`src/rtl/interp_pkg.sv`:
```
package interp_pkg;

  typedef enum logic [1:0] {
    ST_IDLE = 2'd0,
    ST_CALC = 2'd1,
    ST_SHOW = 2'd2
  } seq_state_t;

  // Triangle kernel: weight of prototype tap j for a peak at index half.
  function automatic int unsigned kern_coef(input int unsigned j, input int unsigned half);
    if (j <= half) return j;
    else           return 2 * half - j;
  endfunction

endpackage

```
`src/rtl/interp_seq.sv`:
```
module interp_seq
  import interp_pkg::*;
#(
  parameter int unsigned L     = 8,
  parameter int unsigned NTERM = 12,
  localparam int unsigned PW   = (L > 1) ? $clog2(L) : 1,
  localparam int unsigned SW   = (NTERM > 1) ? $clog2(NTERM) : 1
) (
  input  logic          clk,
  input  logic          rst_n,
  input  logic          in_valid,
  output logic          in_ready,
  output logic          out_valid,
  input  logic          out_ready,
  output logic [PW-1:0] phase,
  output logic [SW-1:0] step,
  output logic          calc,
  output logic          shift_en
);

  localparam logic [PW-1:0] LAST_PH   = PW'(L - 1);
  localparam logic [SW-1:0] LAST_STEP = SW'(NTERM - 1);

  seq_state_t state;

  assign in_ready  = (state == ST_IDLE);
  assign out_valid = (state == ST_SHOW);
  assign calc      = (state == ST_CALC);
  assign shift_en  = in_valid && (state == ST_IDLE);

  always_ff @(posedge clk) begin
    if (!rst_n) begin
      state <= ST_IDLE;
      phase <= '0;
      step  <= '0;
    end else begin
      unique case (state)
        ST_IDLE: begin
          if (in_valid) begin
            state <= ST_CALC;
            phase <= '0;
            step  <= '0;
          end
        end
        ST_CALC: begin
          if (step == LAST_STEP) begin
            state <= ST_SHOW;
            step  <= '0;
          end else begin
            step <= step + 1'b1;
          end
        end
        ST_SHOW: begin
          if (out_ready) begin
            if (phase == LAST_PH) begin
              state <= ST_IDLE;
            end else begin
              state <= ST_CALC;
              phase <= phase + 1'b1;
            end
          end
        end
        default: state <= ST_IDLE;
      endcase
    end
  end


  busy_excl_chk: assert property (@(posedge clk) disable iff (!rst_n)
    !(in_ready && out_valid));


  phase_start_chk: assert property (@(posedge clk) disable iff (!rst_n)
    in_valid && in_ready |=> phase == '0 && !in_ready && !out_valid);


  phase_step_chk: assert property (@(posedge clk) disable iff (!rst_n)
    out_valid && out_ready && phase != LAST_PH |=> !in_ready && phase == PW'($past(phase) + 1'b1));


  release_chk: assert property (@(posedge clk) disable iff (!rst_n)
    out_valid && out_ready && phase == LAST_PH |=> in_ready);

endmodule

```
`src/rtl/interp_delay.sv`:
```
module interp_delay #(
  parameter int unsigned NCH = 3,
  parameter int unsigned TPP = 4,
  parameter int unsigned DW  = 16
) (
  input  logic                               clk,
  input  logic                               rst_n,
  input  logic                               shift_en,
  input  logic [NCH-1:0][DW-1:0]             din,
  output logic [NCH-1:0][TPP-1:0][DW-1:0]    hist
);

  always_ff @(posedge clk) begin
    if (!rst_n) begin
      hist <= '0;
    end else if (shift_en) begin
      for (int c = 0; c < NCH; c++) begin
        hist[c][0] <= din[c];
        for (int t = 1; t < TPP; t++) begin
          hist[c][t] <= hist[c][t-1];
        end
      end
    end
  end

  for (genvar c = 0; c < NCH; c++) begin : g_chk

    load_chk: assert property (@(posedge clk) disable iff (!rst_n)
      shift_en |=> hist[c][0] == $past(din[c]));

    idle_hold_chk: assert property (@(posedge clk) disable iff (!rst_n)
      !shift_en |=> $stable(hist[c]));
    if (TPP > 1) begin : g_shift

      shift_chk: assert property (@(posedge clk) disable iff (!rst_n)
        shift_en |=> hist[c][1] == $past(hist[c][0]));
    end
  end

endmodule

```
`src/rtl/interp_mac.sv`:
```
module interp_mac
  import interp_pkg::*;
#(
  parameter int unsigned NCH = 3,
  parameter int unsigned TPP = 4,
  parameter int unsigned L   = 8,
  parameter int unsigned DW  = 16,
  localparam int unsigned NTERM = NCH * TPP,
  localparam int unsigned PW    = (L > 1) ? $clog2(L) : 1,
  localparam int unsigned SW    = (NTERM > 1) ? $clog2(NTERM) : 1
) (
  input  logic                            clk,
  input  logic                            rst_n,
  input  logic                            calc,
  input  logic [SW-1:0]                   step,
  input  logic [PW-1:0]                   phase,
  input  logic [NCH-1:0][TPP-1:0][DW-1:0] hist,
  output logic [NCH-1:0][DW-1:0]          out_data
);

  localparam int unsigned NTAPS = L * TPP;
  localparam int unsigned HALF  = NTAPS / 2;
  localparam int unsigned CFRAC = $clog2(HALF * HALF / L);
  localparam int unsigned CW    = $clog2(HALF + 1);
  localparam int unsigned TW    = (TPP > 1) ? $clog2(TPP) : 1;
  localparam int unsigned CHW   = (NCH > 1) ? $clog2(NCH) : 1;
  localparam int unsigned RW    = (NTAPS > 1) ? $clog2(NTAPS) : 1;
  localparam int unsigned PRW   = DW + CW + 1;
  localparam int unsigned AW    = PRW + TW;

  localparam logic signed [AW-1:0] RND  = AW'(1) << (CFRAC - 1);
  localparam logic signed [AW-1:0] MAXV = {{(AW-DW+1){1'b0}}, {(DW-1){1'b1}}};
  localparam logic signed [AW-1:0] MINV = {{(AW-DW+1){1'b1}}, {(DW-1){1'b0}}};

  // Constant coefficient ROM, built from the kernel function.
  logic [CW-1:0] rom [NTAPS];
  for (genvar j = 0; j < NTAPS; j++) begin : g_rom
    assign rom[j] = CW'(kern_coef(j, HALF));
  end

  logic [CHW-1:0]         ch_idx;
  logic [TW-1:0]          tap_idx;
  logic [RW-1:0]          rom_idx;
  logic signed [DW-1:0]   xs;
  logic signed [CW:0]     cs;
  logic signed [PRW-1:0]  prod;
  logic signed [AW-1:0]   acc [NCH];

  assign ch_idx  = CHW'(int'(step) / TPP);
  assign tap_idx = TW'(int'(step) % TPP);
  assign rom_idx = RW'(int'(tap_idx) * L + int'(phase));
  assign xs      = $signed(hist[ch_idx][tap_idx]);
  assign cs      = $signed({1'b0, rom[rom_idx]});
  assign prod    = PRW'(xs) * PRW'(cs);

  always_ff @(posedge clk) begin
    if (!rst_n) begin
      for (int c = 0; c < NCH; c++) acc[c] <= '0;
    end else if (calc) begin
      if (tap_idx == '0) acc[ch_idx] <= AW'(prod);
      else               acc[ch_idx] <= acc[ch_idx] + AW'(prod);
    end
  end

  for (genvar c = 0; c < NCH; c++) begin : g_out
    logic signed [AW-1:0] rnd;
    assign rnd = (acc[c] + RND) >>> CFRAC;
    assign out_data[c] = (rnd > MAXV) ? MAXV[DW-1:0] :
                         (rnd < MINV) ? MINV[DW-1:0] : rnd[DW-1:0];
  end


  idle_acc_chk: assert property (@(posedge clk) disable iff (!rst_n)
    !calc |=> $stable(out_data));

endmodule

```
`src/rtl/interp_x8.sv`:
```
module interp_x8 #(
  parameter int unsigned DW  = 16,
  parameter int unsigned NCH = 3,
  parameter int unsigned L   = 8,
  parameter int unsigned TPP = 4,
  localparam int unsigned PW    = (L > 1) ? $clog2(L) : 1,
  localparam int unsigned NTERM = NCH * TPP,
  localparam int unsigned SW    = (NTERM > 1) ? $clog2(NTERM) : 1
) (
  input  logic              clk,
  input  logic              rst_n,
  input  logic              in_valid,
  output logic              in_ready,
  input  logic [NCH*DW-1:0] in_data,
  output logic              out_valid,
  input  logic              out_ready,
  output logic [NCH*DW-1:0] out_data,
  output logic [PW-1:0]     out_phase
);

  logic                            shift_en;
  logic                            calc;
  logic [SW-1:0]                   step;
  logic [PW-1:0]                   phase;
  logic [NCH-1:0][DW-1:0]          din;
  logic [NCH-1:0][TPP-1:0][DW-1:0] hist;
  logic [NCH-1:0][DW-1:0]          res;

  assign din       = in_data;
  assign out_data  = res;
  assign out_phase = phase;

  interp_seq #(.L(L), .NTERM(NTERM)) u_seq (
    .clk      (clk),
    .rst_n    (rst_n),
    .in_valid (in_valid),
    .in_ready (in_ready),
    .out_valid(out_valid),
    .out_ready(out_ready),
    .phase    (phase),
    .step     (step),
    .calc     (calc),
    .shift_en (shift_en)
  );

  interp_delay #(.NCH(NCH), .TPP(TPP), .DW(DW)) u_delay (
    .clk     (clk),
    .rst_n   (rst_n),
    .shift_en(shift_en),
    .din     (din),
    .hist    (hist)
  );

  interp_mac #(.NCH(NCH), .TPP(TPP), .L(L), .DW(DW)) u_mac (
    .clk     (clk),
    .rst_n   (rst_n),
    .calc    (calc),
    .step    (step),
    .phase   (phase),
    .hist    (hist),
    .out_data(res)
  );


  stall_hold_chk: assert property (@(posedge clk) disable iff (!rst_n)
    out_valid && !out_ready |=> out_valid && $stable(out_data) && $stable(out_phase));

endmodule

```
`config.mk`:
```
export PLATFORM = sky130hd
export DESIGN_NAME = interp_x8
export DESIGN_NICKNAME = d
export VERILOG_FILES = /design/src/rtl/interp_pkg.sv /design/src/rtl/interp_seq.sv /design/src/rtl/interp_delay.sv /design/src/rtl/interp_mac.sv /design/src/rtl/interp_x8.sv
export SDC_FILE = /design/constraint.sdc
export NUM_CORES = 1
export LEC_CHECK = 0
export ABC_CLOCK_PERIOD_IN_PS = 8300
export BUFFER_PORTS_ARGS = -buffer_cell sky130_fd_sc_hd__buf_2
export CAP_MARGIN = 30
export CORE_MARGIN = 2
export CORE_UTILIZATION = 57
export DETAILED_ROUTE_END_ITERATION = 8
export GPL_ROUTABILITY_DRIVEN = 1
export PLACE_DENSITY = 0.79
export SYNTH_ARGS = -nofsm -noshare
export SYNTH_HDL_FRONTEND = slang
export SYNTH_HIERARCHICAL = 1
export SYNTH_SLANG_ARGS = --single-unit
```
`constraint.sdc`:
```
create_clock -name clk -period 8.3 [get_ports clk]
set_input_delay 1.66 -clock clk [delete_from_list [all_inputs] [get_ports clk]]
set_output_delay 1.66 -clock clk [all_outputs]
set_load 0.01 [all_outputs]
```
==> results of run 1 <==
[worst max-delay path, delay by kind of cell (launching register included)]
kind / cells / cell delay, ps
AND/OR/NAND/NOR: 4 / 580
adder cells (fa/ha/maj): 5 / 2250
buffers and inverters: 2 / 90
XOR/XNOR: 2 / 530
flip-flops: 1 / 800
AO/OA/AOI/OAI: 12 / 2450
multiplexers: 3 / 840
[what timing repair did]
| item | 4_1_cts | 5_1_grt |
|---|---|---|
| resized for setup | 0 | 5 |
| buffers inserted | 0 | 5 |
| setup endpoints to repair | 0 | 32 |
[area by class of cell]
cell class,instances,share of cell area [%]
antenna,1,0.01168
tap,448,2.617
multi-input combinational,1477,53.63
clock inverter,12,0.7595
clock buffer,49,4.580
timing repair buffer,135,3.821
inverter,130,2.296
sequential,297,32.28
[cell families after synthesis]
logic type                 synth area share [%]
AOI/OAI and AO/OA                         9.604
xor gates and xnor gates                  3.701
adders and majority gates                 9.572
buffers and inverters                     6.413
DFF                                       35.22
muxes                                     18.44
and+or+nand+nor                           17.04
[cells in the mapped netlist (4+ instances only)]
| cell type | instances | share of area (%) |
|---|---|---|
| ha_1 | 70 | 4.5 |
| edfxtp_1 | 96 | 15 |
| nand3_1 | 37 | 0.94 |
| and4_1 | 6 | 0.27 |
| nand2_1 | 64 | 1.2 |
| a31oi_1 | 5 | 0.16 |
| fa_1 | 50 | 5.1 |
| nor2b_1 | 200 | 6.4 |
| dfxtp_1 | 201 | 21 |
| buf_12 | 20 | 2.0 |
| and3_1 | 25 | 0.80 |
| a21oi_1 | 119 | 3.0 |
| nand4_1 | 9 | 0.29 |
| and2_1 | 5 | 0.16 |
| buf_1 | 9 | 0.17 |
| nor3_1 | 17 | 0.43 |
| a211oi_1 | 10 | 0.38 |
| xor2_1 | 43 | 1.9 |
| or3_1 | 7 | 0.22 |
| or2_2 | 10 | 0.32 |
| inv_1 | 128 | 2.5 |
| o211ai_1 | 12 | 0.46 |
| xnor2_1 | 38 | 1.7 |
| o21a_1 | 9 | 0.34 |
| o21ai_0 | 80 | 2.0 |
| nor2_1 | 249 | 4.8 |
| nor3b_1 | 4 | 0.15 |
| nand2b_1 | 12 | 0.38 |
| clkbuf_1 | 66 | 1.3 |
| a211o_1 | 5 | 0.22 |
| mux4_2 | 41 | 4.7 |
| mux2i_1 | 269 | 14 |
| a21o_1 | 22 | 0.84 |
| buf_2 | 12 | 0.31 |
[metal layers]
metal  share of wire [%]  routed length, um  vias up
met5                   0                  0        -
met4                 2.1                967        0
met3                 5.5               2483       84
met2                  49              22260      494
met1                  43              19380     7227
li1                    -                  -     7116
[per-stage QoR]
stage	utilization (%)	instance area, sq um	hold WS [ps]
after floorplan	-	19610	481.9
after global placement	59.78	20140	495.3
after detailed placement	59.95	20200	504.7
after CTS	63.35	21350	523.8
after global routing	63.54	21410	532.8
final	63.55	21420	518.3
[registers in the layout, indices dropped and copies added, names as in the netlist]
register      count
u_delay/hist    192
u_mac/acc        96
u_seq/step        4
u_seq/phase       3
u_seq/state       2
[power by group]
part           switching [W]  total (W)  internal, W
sequential         0.0000578    0.00161      0.00155
clock               0.000592    0.00152     0.000925
combinational       0.000264   0.000470     0.000206
[final timing paths]
path                             to  slack [ps]  depth (start not counted)
hold reg to reg   u_delay/hist[127]         520                          2
hold / removal    u_delay/hist[127]         520                          2
setup reg to reg   u_mac/acc[1][20]         460                         28
setup / recovery   u_mac/acc[1][20]         460                         28
==> run summary, run 1 <==
outcome = finished, final reports clean
Max Transition Viols Final = 0
global-route wire length before repair = 74000 um
post-synthesis net count = 2187
met1 capacity usage during global routing = 32.57%
Filler cells = 2682
grt met2 use = 43.53%
pin count of the biggest net entering global routing = 146
number of flip-flops and latches in the synthesized netlist = 297
Detailed Route Iter0 Violations = 1207
Fin. Hold Viols = 0
Distinct cells, synth = 74
# DRC = 0
beginning of the worst register-to-register path = u_seq/step[3]
maximum level of the CTS H-tree = 2
root cell of the clock tree = clkbuf_16
Congestion Overflow GR = 0
slew at the pin with the worst max-slew slack = 993.1 ps
final worst setup slack = 464.2 ps
total of hold buffers inserted after clock tree synthesis = 0
clock skew after layout = 7.330 ps
die footprint = 35900 sq um
final non-filler cell total = 2549
post-DR wirelength/cell = 17.69 um
area taken by multi-input logic gates = 11490 sq um
pwr dens = 167.9 nW/um^2
crit path max-delay cell type = dfxtp_4
Req. time, crit path = 8550 ps
type of element launching the critical path = flip-flop
commonest non-fill, non-tap cell in the layout = mux2i_1
arrival time at the worst endpoint = 8090 ps
clock input transition at the sequential cells of the worst setup and hold paths = 60 ps
yosys warns = 6
Most common cell on crit path = a21oi_1
number of routed nets with antenna violations = 0
area growth from synthesis to final layout = 9.227%
cell area after technology mapping = 19610 sq um
Period Utilization, post-route = 94.41%
global-route usage over all layers = 25.00%
Setup crit start = u_seq/step[3]
maximum count of clock buffers along a single path = 3
worst slack at placement = 186.0 ps
number of global-route vias before repair = 14739
global-route met3 utilization = 3.207%
Static Leakage = 8.601 nW
count of flip-flops with a built-in enable after synthesis = 96
number of clock sinks seen by CTS = 297
worst hold path class = reg2reg
number of max-cap violations = 0
via total after detailed routing = 14921
Worst setup EP type = flip-flop
Setup TNS = 0 ps
count of standard-cell rows = 67
final WL = 45090 um
initial cell density of the core = 58.18%
global routing's busiest layer = met2
headroom to the max-slew limit = 33.79%
FFs w/ async S/R, synth = 0%
HP Start = u_delay/hist[127]
average cell area after synthesis = 9.731 sq um
highest-count cells in the layout ignoring fill and taps = mux2i_1, nor2_1, nor2b_1, dfxtp_1, inv_1
horizontal die dimension = 189.5 um
half-perimeter wire length after detailed placement = 31740 um
dominant synthesized flop cell = dfxtp_1
total power of the final layout = 0.003595 W
IO Port Bufs = 104
core outline area = 33700 sq um
routability congestion estimate from global placement = 0.8956
setup repair after global routing missed its margin = false
drt pass-1 iters = 8
TritonCTS buffer count = 34
initial antenna violation count = 0
boundary pin count = 105
time the worst path needs with I/O delays and setup = 7836 ps
Max Clock Freq = 0.1276 GHz
critical path's largest stage delay = 800 ps
maximum fanout along the worst path = 40
peak supply drop = 0.1782 mV
proportion of synthesized chip area in sequential cells = 35.22%
total area of sequential cells = 6914 sq um
Mapped Cells = 2015
Critical Setup Path Class = reg2reg
final setup vio count = 0
CTS tree = yes
Die H = 189.5 um
via density per instance = 5.854
Placed Instances = 2482
share of layout cells above drive strength 1 = 12.71%
latest clock arrival within the worst-skew pair = 520 ps
final net count = 2247
(Power assumes the default switching activity.)
==> run 2, diff against run 1 <==
- PLACE_DENSITY: 0.79 -> 0.78
==> run summary, run 2 (synthesis gave the netlist of run 1 again) <==
Filler cells = 2712 (+1.1%)
TritonCTS buffer count = 31 (-8.8%)
commonest non-fill, non-tap cell in the layout = mux2i_1
post-DR wirelength/cell = 17.49 um (-1.1%)
final non-filler cell total = 2540 (-0.35%)
final WL = 44440 um (-1.4%)
horizontal die dimension = 189.5 um (unchanged)
number of routed nets with antenna violations = 0 (unchanged)
number of inserted diodes = 0 (-1)
# DRC = 0 (unchanged)
outcome = finished, final reports clean
final setup vio count = 0 (unchanged)
root cell of the clock tree = clkbuf_16
crit path max-delay cell type = mux4_2
initial cell density of the core = 58.18% (unchanged)
core outline area = 33700 sq um (unchanged)
time the worst path needs with I/O delays and setup = 7770 ps (-66.31 ps)
clock skew after layout = 17.30 ps (+9.973 ps)
total area of sequential cells = 6914 sq um (unchanged)
total of hold buffers inserted after clock tree synthesis = 0 (unchanged)
setup repair after global routing missed its margin = false
CP delay by family, top = compound AO/OA/AOI/OAI gates
maximum level of the CTS H-tree = 1 (-1)
global-route usage over all layers = 24.54% (-0.46 points)
Placed Instances = 2483 (+0.040%)
type of element launching the critical path = flip-flop
Req. time, crit path = 8580 ps (+30 ps)
latest clock arrival within the worst-skew pair = 560 ps (+40 ps)
boundary pin count = 105 (unchanged)
Period Utilization, post-route = 93.61% (-0.80 points)
number of max-cap violations = 0 (unchanged)
via density per instance = 5.784 (-1.2%)
Fin. Hold Viols = 0 (unchanged)
count of standard-cell rows = 67 (unchanged)
worst hold path class = reg2reg
pin count of the biggest net entering global routing = 163 (+12%)
Detailed Route Iter0 Violations = 1147 (-5.0%)
highest-count cells in the layout ignoring fill and taps = mux2i_1, nor2_1, nor2b_1, dfxtp_1, inv_1
Most common cell on crit path = a21o_1
clock input transition at the sequential cells of the worst setup and hold paths = 60 ps (about the same)
max FFs per register = 192 (unchanged)
initial antenna violation count = 0 (unchanged)
critical path's largest stage delay = 580 ps (-220 ps)
number of clock sinks seen by CTS = 297 (unchanged)
worst path bufs/invs = 3 (+1)
Max Clock Freq = 0.1287 GHz (+0.85%)
arrival time at the worst endpoint = 8050 ps (-40 ps)
drt pass-1 iters = 5 (-3)
number of global-route vias before repair = 14597 (-0.96%)
IO Port Bufs = 104 (unchanged)
Critical Setup Path Class = reg2reg
CTS tree = yes
die footprint = 35900 sq um (unchanged)
share of layout cells above drive strength 1 = 12.38% (-0.33 points)
routability congestion estimate from global placement = 0.9241 (+3.2%)
via total after detailed routing = 14692 (-1.5%)
final net count = 2243 (-0.18%)
slew at the pin with the worst max-slew slack = 1166 ps (+173.2 ps)
Worst setup EP type = flip-flop
global-route wire length before repair = 72830 um (-1.6%)
Congestion Overflow GR = 0 (unchanged)
area taken by multi-input logic gates = 11470 sq um (-0.13%)
Static Leakage = 8.516 nW (-1.0%)
Largest regs = u_delay/hist x192, u_mac/acc x96, u_seq/step x4
Setup TNS = 0 ps (unchanged)
maximum count of clock buffers along a single path = 3 (unchanged)
headroom to the max-slew limit = 22.25% (-12 points)
maximum fanout along the worst path = 64 (+60%)
half-perimeter wire length after detailed placement = 31760 um (about the same)
largest register by flop count = u_delay/hist
area growth from synthesis to final layout = 8.417%
peak supply drop = 0.1530 mV (-14%)
pwr dens = 160.7 nW/um^2 (-4.3%)
Max Transition Viols Final = 0 (unchanged)
final-layout worst hold slack = 523.7 ps (+5.416 ps)
Die H = 189.5 um (unchanged)
worst setup slack for register-to-register paths = 530 ps (+70 ps)
[run 2: cell types whose count changed in the layout (fill, tap and decap cells not counted), moves of 3 or more]
cell and change:
clkbuf_1 -7, clkbuf_16 -5, buf_4 -4, clkinv_1 +4, buf_12 +3, clkinvlp_2 +3
[run 2: worst paths after layout]
path,end,from,cells past startpoint
max,u_mac/acc[3][23],u_seq/step[2],27
min,u_delay/hist[62],u_delay/hist[62],2
max reg2reg,u_mac/acc[3][23],u_seq/step[2],27
min reg2reg,u_delay/hist[62],u_delay/hist[62],2
[run 2: timing repair]
action                                  CTS  global route
endpoints found under the setup margin    0            19
setup buffers                             0             2
hold endpoints to repair                  0             0
resized for setup                         0             3
[run 2: layout make-up]
cell class	count	area share [%]
Multi-Input combinational cell	1477	53.96
Sequential cell	297	32.52
Timing Repair Buffer	134	3.991
Clock buffer	36	3.838
Tap cell	448	2.637
Inverter	130	2.313
Clock inverter	18	0.7357
[run 2: per-stage QoR]
step / power (W) / cell area, sq um / utilization (%) / setup slack (ps)
after floorplan: 0.002014 / 19610 / - / 413.7
after global placement: 0.002087 / 20160 / 59.83 / 416.7
after detailed placement: 0.002105 / 20210 / 59.98 / 344.9
after CTS: 0.003438 / 21190 / 62.87 / 319.3
after global routing: 0.003548 / 21260 / 63.08 / 47.63
final: 0.003416 / 21260 / 63.08 / 530.5
[run 2: report_power, final]
group	internal, W	leakage [nW]	total (W)	switching (W)
Combinational	0.000209	5.42	0.000466	0.000257
Clock	0.000763	0.472	0.00134	0.000574
Sequential	0.00155	2.62	0.00161	0.0000628
Total	0.00252	8.52	0.00342	0.000893
[run 2: worst register-to-register path, cell delays in order, from the launching register on]
cell and delay (ps):
dfxtp_4 560, nor2b_4 250, buf_12 280, a21oi_1 130, mux4_2 580, nor2_1 190, fa_1 470, fa_1 510
inv_1 60, fa_1 530, inv_1 40, ha_1 360, a21o_1 240, a211o_1 310, a21o_1 190, a21oi_1 170
xnor2_1 170, ha_1 320, a21o_1 210, a21o_1 170, a21oi_1 220, a31oi_1 110, a21bo_2 190, o311ai_1 180
nor4b_4 480, o41a_1 250, nand3_2 160, xor2_1 180
[run 2: layer usage]
metal	track usage (%)	vias up	routed length [um]
li1	-	7121	-
met1	31.74	7088	19350
met2	43.29	414	21700
met3	2.725	69	2210
met4	7.335	0	1184
met5	0	-	0
==> run 3, diff against run 2 <==
- CORE_UTILIZATION: 57 -> 58
- CTS_BUF_LIST: default -> sky130_fd_sc_hd__clkbuf_2
- PLACE_DENSITY: 0.78 -> 0.79
==> run summary, run 3 (synthesis gave the netlist of run 1 again) <==
# DRC = 0 (unchanged)
global-route met3 utilization = 4.080% (+1.4 points)
total placed instance area = 20190 sq um (-0.14%)
number of global-route vias before repair = 14819 (+1.5%)
Req. time, crit path = 8930 ps (+350 ps)
peak supply drop = 0.1280 mV (-16%)
largest register by flop count = u_delay/hist
arrival time at the worst endpoint = 8460 ps (+410 ps)
pwr dens = 145.5 nW/um^2 (-9.5%)
Period Utilization, post-route = 94.35% (+0.74 points)
core outline area = 33450 sq um (-0.75%)
maximum count of clock buffers along a single path = 3 (unchanged)
global routing's busiest layer = met2
slew at the pin with the worst max-slew slack = 1168 ps (+1.234 ps)
IO Port Bufs = 104 (unchanged)
initial cell density of the core = 58.62% (+0.44 points)
Worst setup EP type = flip-flop
finished layout cell area = 20930 sq um (-1.5%)
headroom to the max-slew limit = 22.17% (-0.082 points)
outcome = finished, final reports clean
final worst setup slack = 468.8 ps (-61.68 ps)
commonest non-fill, non-tap cell in the layout = mux2i_1
global-route wire length before repair = 73200 um (+0.50%)
type of element launching the critical path = flip-flop
power share of the combinational group = 15.4% (+1.8 points)
setup repair after global routing missed its margin = false
latest clock arrival within the worst-skew pair = 970 ps (+410 ps)
time the worst path needs with I/O delays and setup = 7831 ps (+61.68 ps)
clock skew after layout = 94.45 ps (+77.14 ps)
Critical Setup Path Class = reg2reg
Switch Pwr = 0.0008948 W (+0.16%)
proportion of power drawn by the clock network = 31.8% (-7.3 points)
Setup TNS = 0 ps (unchanged)
grt met2 use = 43.15% (-0.15 points)
final WL = 44470 um (about the same)
via total after detailed routing = 14853 (+1.1%)
met1 capacity usage during global routing = 32.46% (+0.72 points)
global-route usage over all layers = 25.33% (+0.79 points)
final setup vio count = 0 (unchanged)
Max Clock Freq = 0.1277 GHz (-0.79%)
maximum level of the CTS H-tree = 3 (+2)
routability congestion estimate from global placement = 0.8924 (-3.4%)
Max Transition Viols Final = 0 (unchanged)
Detailed Route Iter0 Violations = 1034 (-9.9%)
pin count of the biggest net entering global routing = 156 (-4.3%)
Fin. Hold Viols = 0 (unchanged)
switching fraction of total power = 29.39% (+3.2 points)
via density per instance = 5.706 (-1.4%)
clock input transition at the sequential cells of the worst setup and hold paths = 100 ps (+40 ps)
part of the total power dissipated in sequential elements = 52.8% (+5.6 points)
final net count = 2287 (+2.0%)
internal power summed over all cells = 0.002150 W (-15%)
Largest regs = u_delay/hist x192, u_mac/acc x96, u_seq/step x4
boundary pin count = 105 (unchanged)
worst slack at placement = 121.9 ps (-223.0 ps)
maximum fanout along the worst path = 16 (-75%)
die footprint = 35290 sq um (-1.7%)
TritonCTS buffer count = 76 (+150%)
root cell of the clock tree = clkbuf_2
initial antenna violation count = 2 (+2)
max FFs per register = 192 (unchanged)
Static Leakage = 8.517 nW (about the same)
Congestion Overflow GR = 0 (unchanged)
number of max-cap violations = 0 (unchanged)
half-perimeter wire length after detailed placement = 31710 um (-0.14%)
horizontal die dimension = 187.9 um (-0.85%)
Die H = 187.9 um (-0.85%)
drt pass-1 iters = 5 (unchanged)
worst hold path class = reg2reg
area growth from synthesis to final layout = 6.751%
number of routed nets with antenna violations = 0 (unchanged)
post-DR wirelength/cell = 17.08 um (-2.3%)
CTS tree = yes
count of standard-cell rows = 67 (unchanged)
share of layout cells above drive strength 1 = 14.96% (+2.6 points)
number of clock sinks seen by CTS = 297 (unchanged)
highest-count cells in the layout ignoring fill and taps = mux2i_1, nor2_1, nor2b_1, dfxtp_1, inv_1
[run 3: cell count changes in the layout (fill, tap and decap cells not counted), moves of 2 or more]
cell        previous run  this run
clkbuf_8               2         0
clkbuf_16             31         0
clkinv_1               4         6
clkinvlp_2             3         0
clkbuf_1               2         0
diode_2                0         2
buf_4                 23        21
inv_6                  4         2
clkbuf_2               1       102
[run 3: through the flow]
stage / utilization, % / std cells / hold WS, ps / total power (W)
floorplan: - / 2015 / 481.9 / 0.002014
global placement: 60.26 / 2477 / 495.7 / 0.002088
detailed placement: 60.35 / 2479 / 500.0 / 0.002104
CTS: 62.26 / 2595 / 472.9 / 0.003076
global route: 62.58 / 2603 / 492.7 / 0.003201
finish: 62.58 / 2603 / 474.1 / 0.003045
[run 3: what timing repair did]
| action | 4_1_cts | 5_1_grt |
|---|---|---|
| hold buffers | 0 | 0 |
| setup endpoints to repair | 0 | 32 |
| buffers inserted | 0 | 5 |
| gates resized for setup | 0 | 3 |
[run 3: power by group through the flow]
stage | clock network (W) | logic [W] | registers [W]
4_1_cts | 0.00100 | 0.000466 | 0.00161
6_report | 0.000969 | 0.000469 | 0.00161
5_1_grt | 0.00107 | 0.000511 | 0.00161
3_3_place_gp | 0 | 0.000451 | 0.00164
2_1_floorplan | 0 | 0.000401 | 0.00161
3_5_place_dp | 0 | 0.000464 | 0.00164
[run 3: area by class of cell]
cell class	count	area [sq um]
fillers	2739	12520
multi-input cells	1477	11470
flip-flops and latches	297	6914
repair buffers	133	855.8
well taps	448	560.5
clock buffers	102	510.5
inverters	130	491.7
clock inverters	14	127.6
diodes	2	5.005
[run 3: worst max-delay path: stages (launching register included)]
cell and delay [ps]:
dfxtp_1 670, clkinvlp_4 280, ha_1 270, o21ai_0 170, o31a_2 400, nor2_1 120
fa_1 540, inv_1 50, fa_1 460, fa_1 540, inv_1 40, ha_1 330
nor2b_1 170, o2111ai_1 400, nand2_1 160, a21o_1 210, a21oi_1 160, xnor2_1 130
ha_1 440, and4_1 250, nand4_1 170, nand3_1 180, nand2_1 80, o311ai_1 430
nor4b_2 170, o41a_1 470, nand3_2 150, xor2_1 90
[run 3: routing by layer]
layer | vias to the layer above | wire length [um]
met2 | 407 | 21970
li1 | 7222 | -
met4 | 0 | 1048
met1 | 7149 | 19200
met5 | - | 0
met3 | 75 | 2244
[run 3: final timing paths]
check	startpoint	to	slack, ps	depth (start not counted)
setup / recovery	u_seq/phase[0]	u_mac/acc[3][23]	470	27
hold / removal	u_delay/hist[35]	u_delay/hist[51]	470	2
setup reg to reg	u_seq/phase[0]	u_mac/acc[3][23]	470	27
hold reg to reg	u_delay/hist[35]	u_delay/hist[51]	470	2
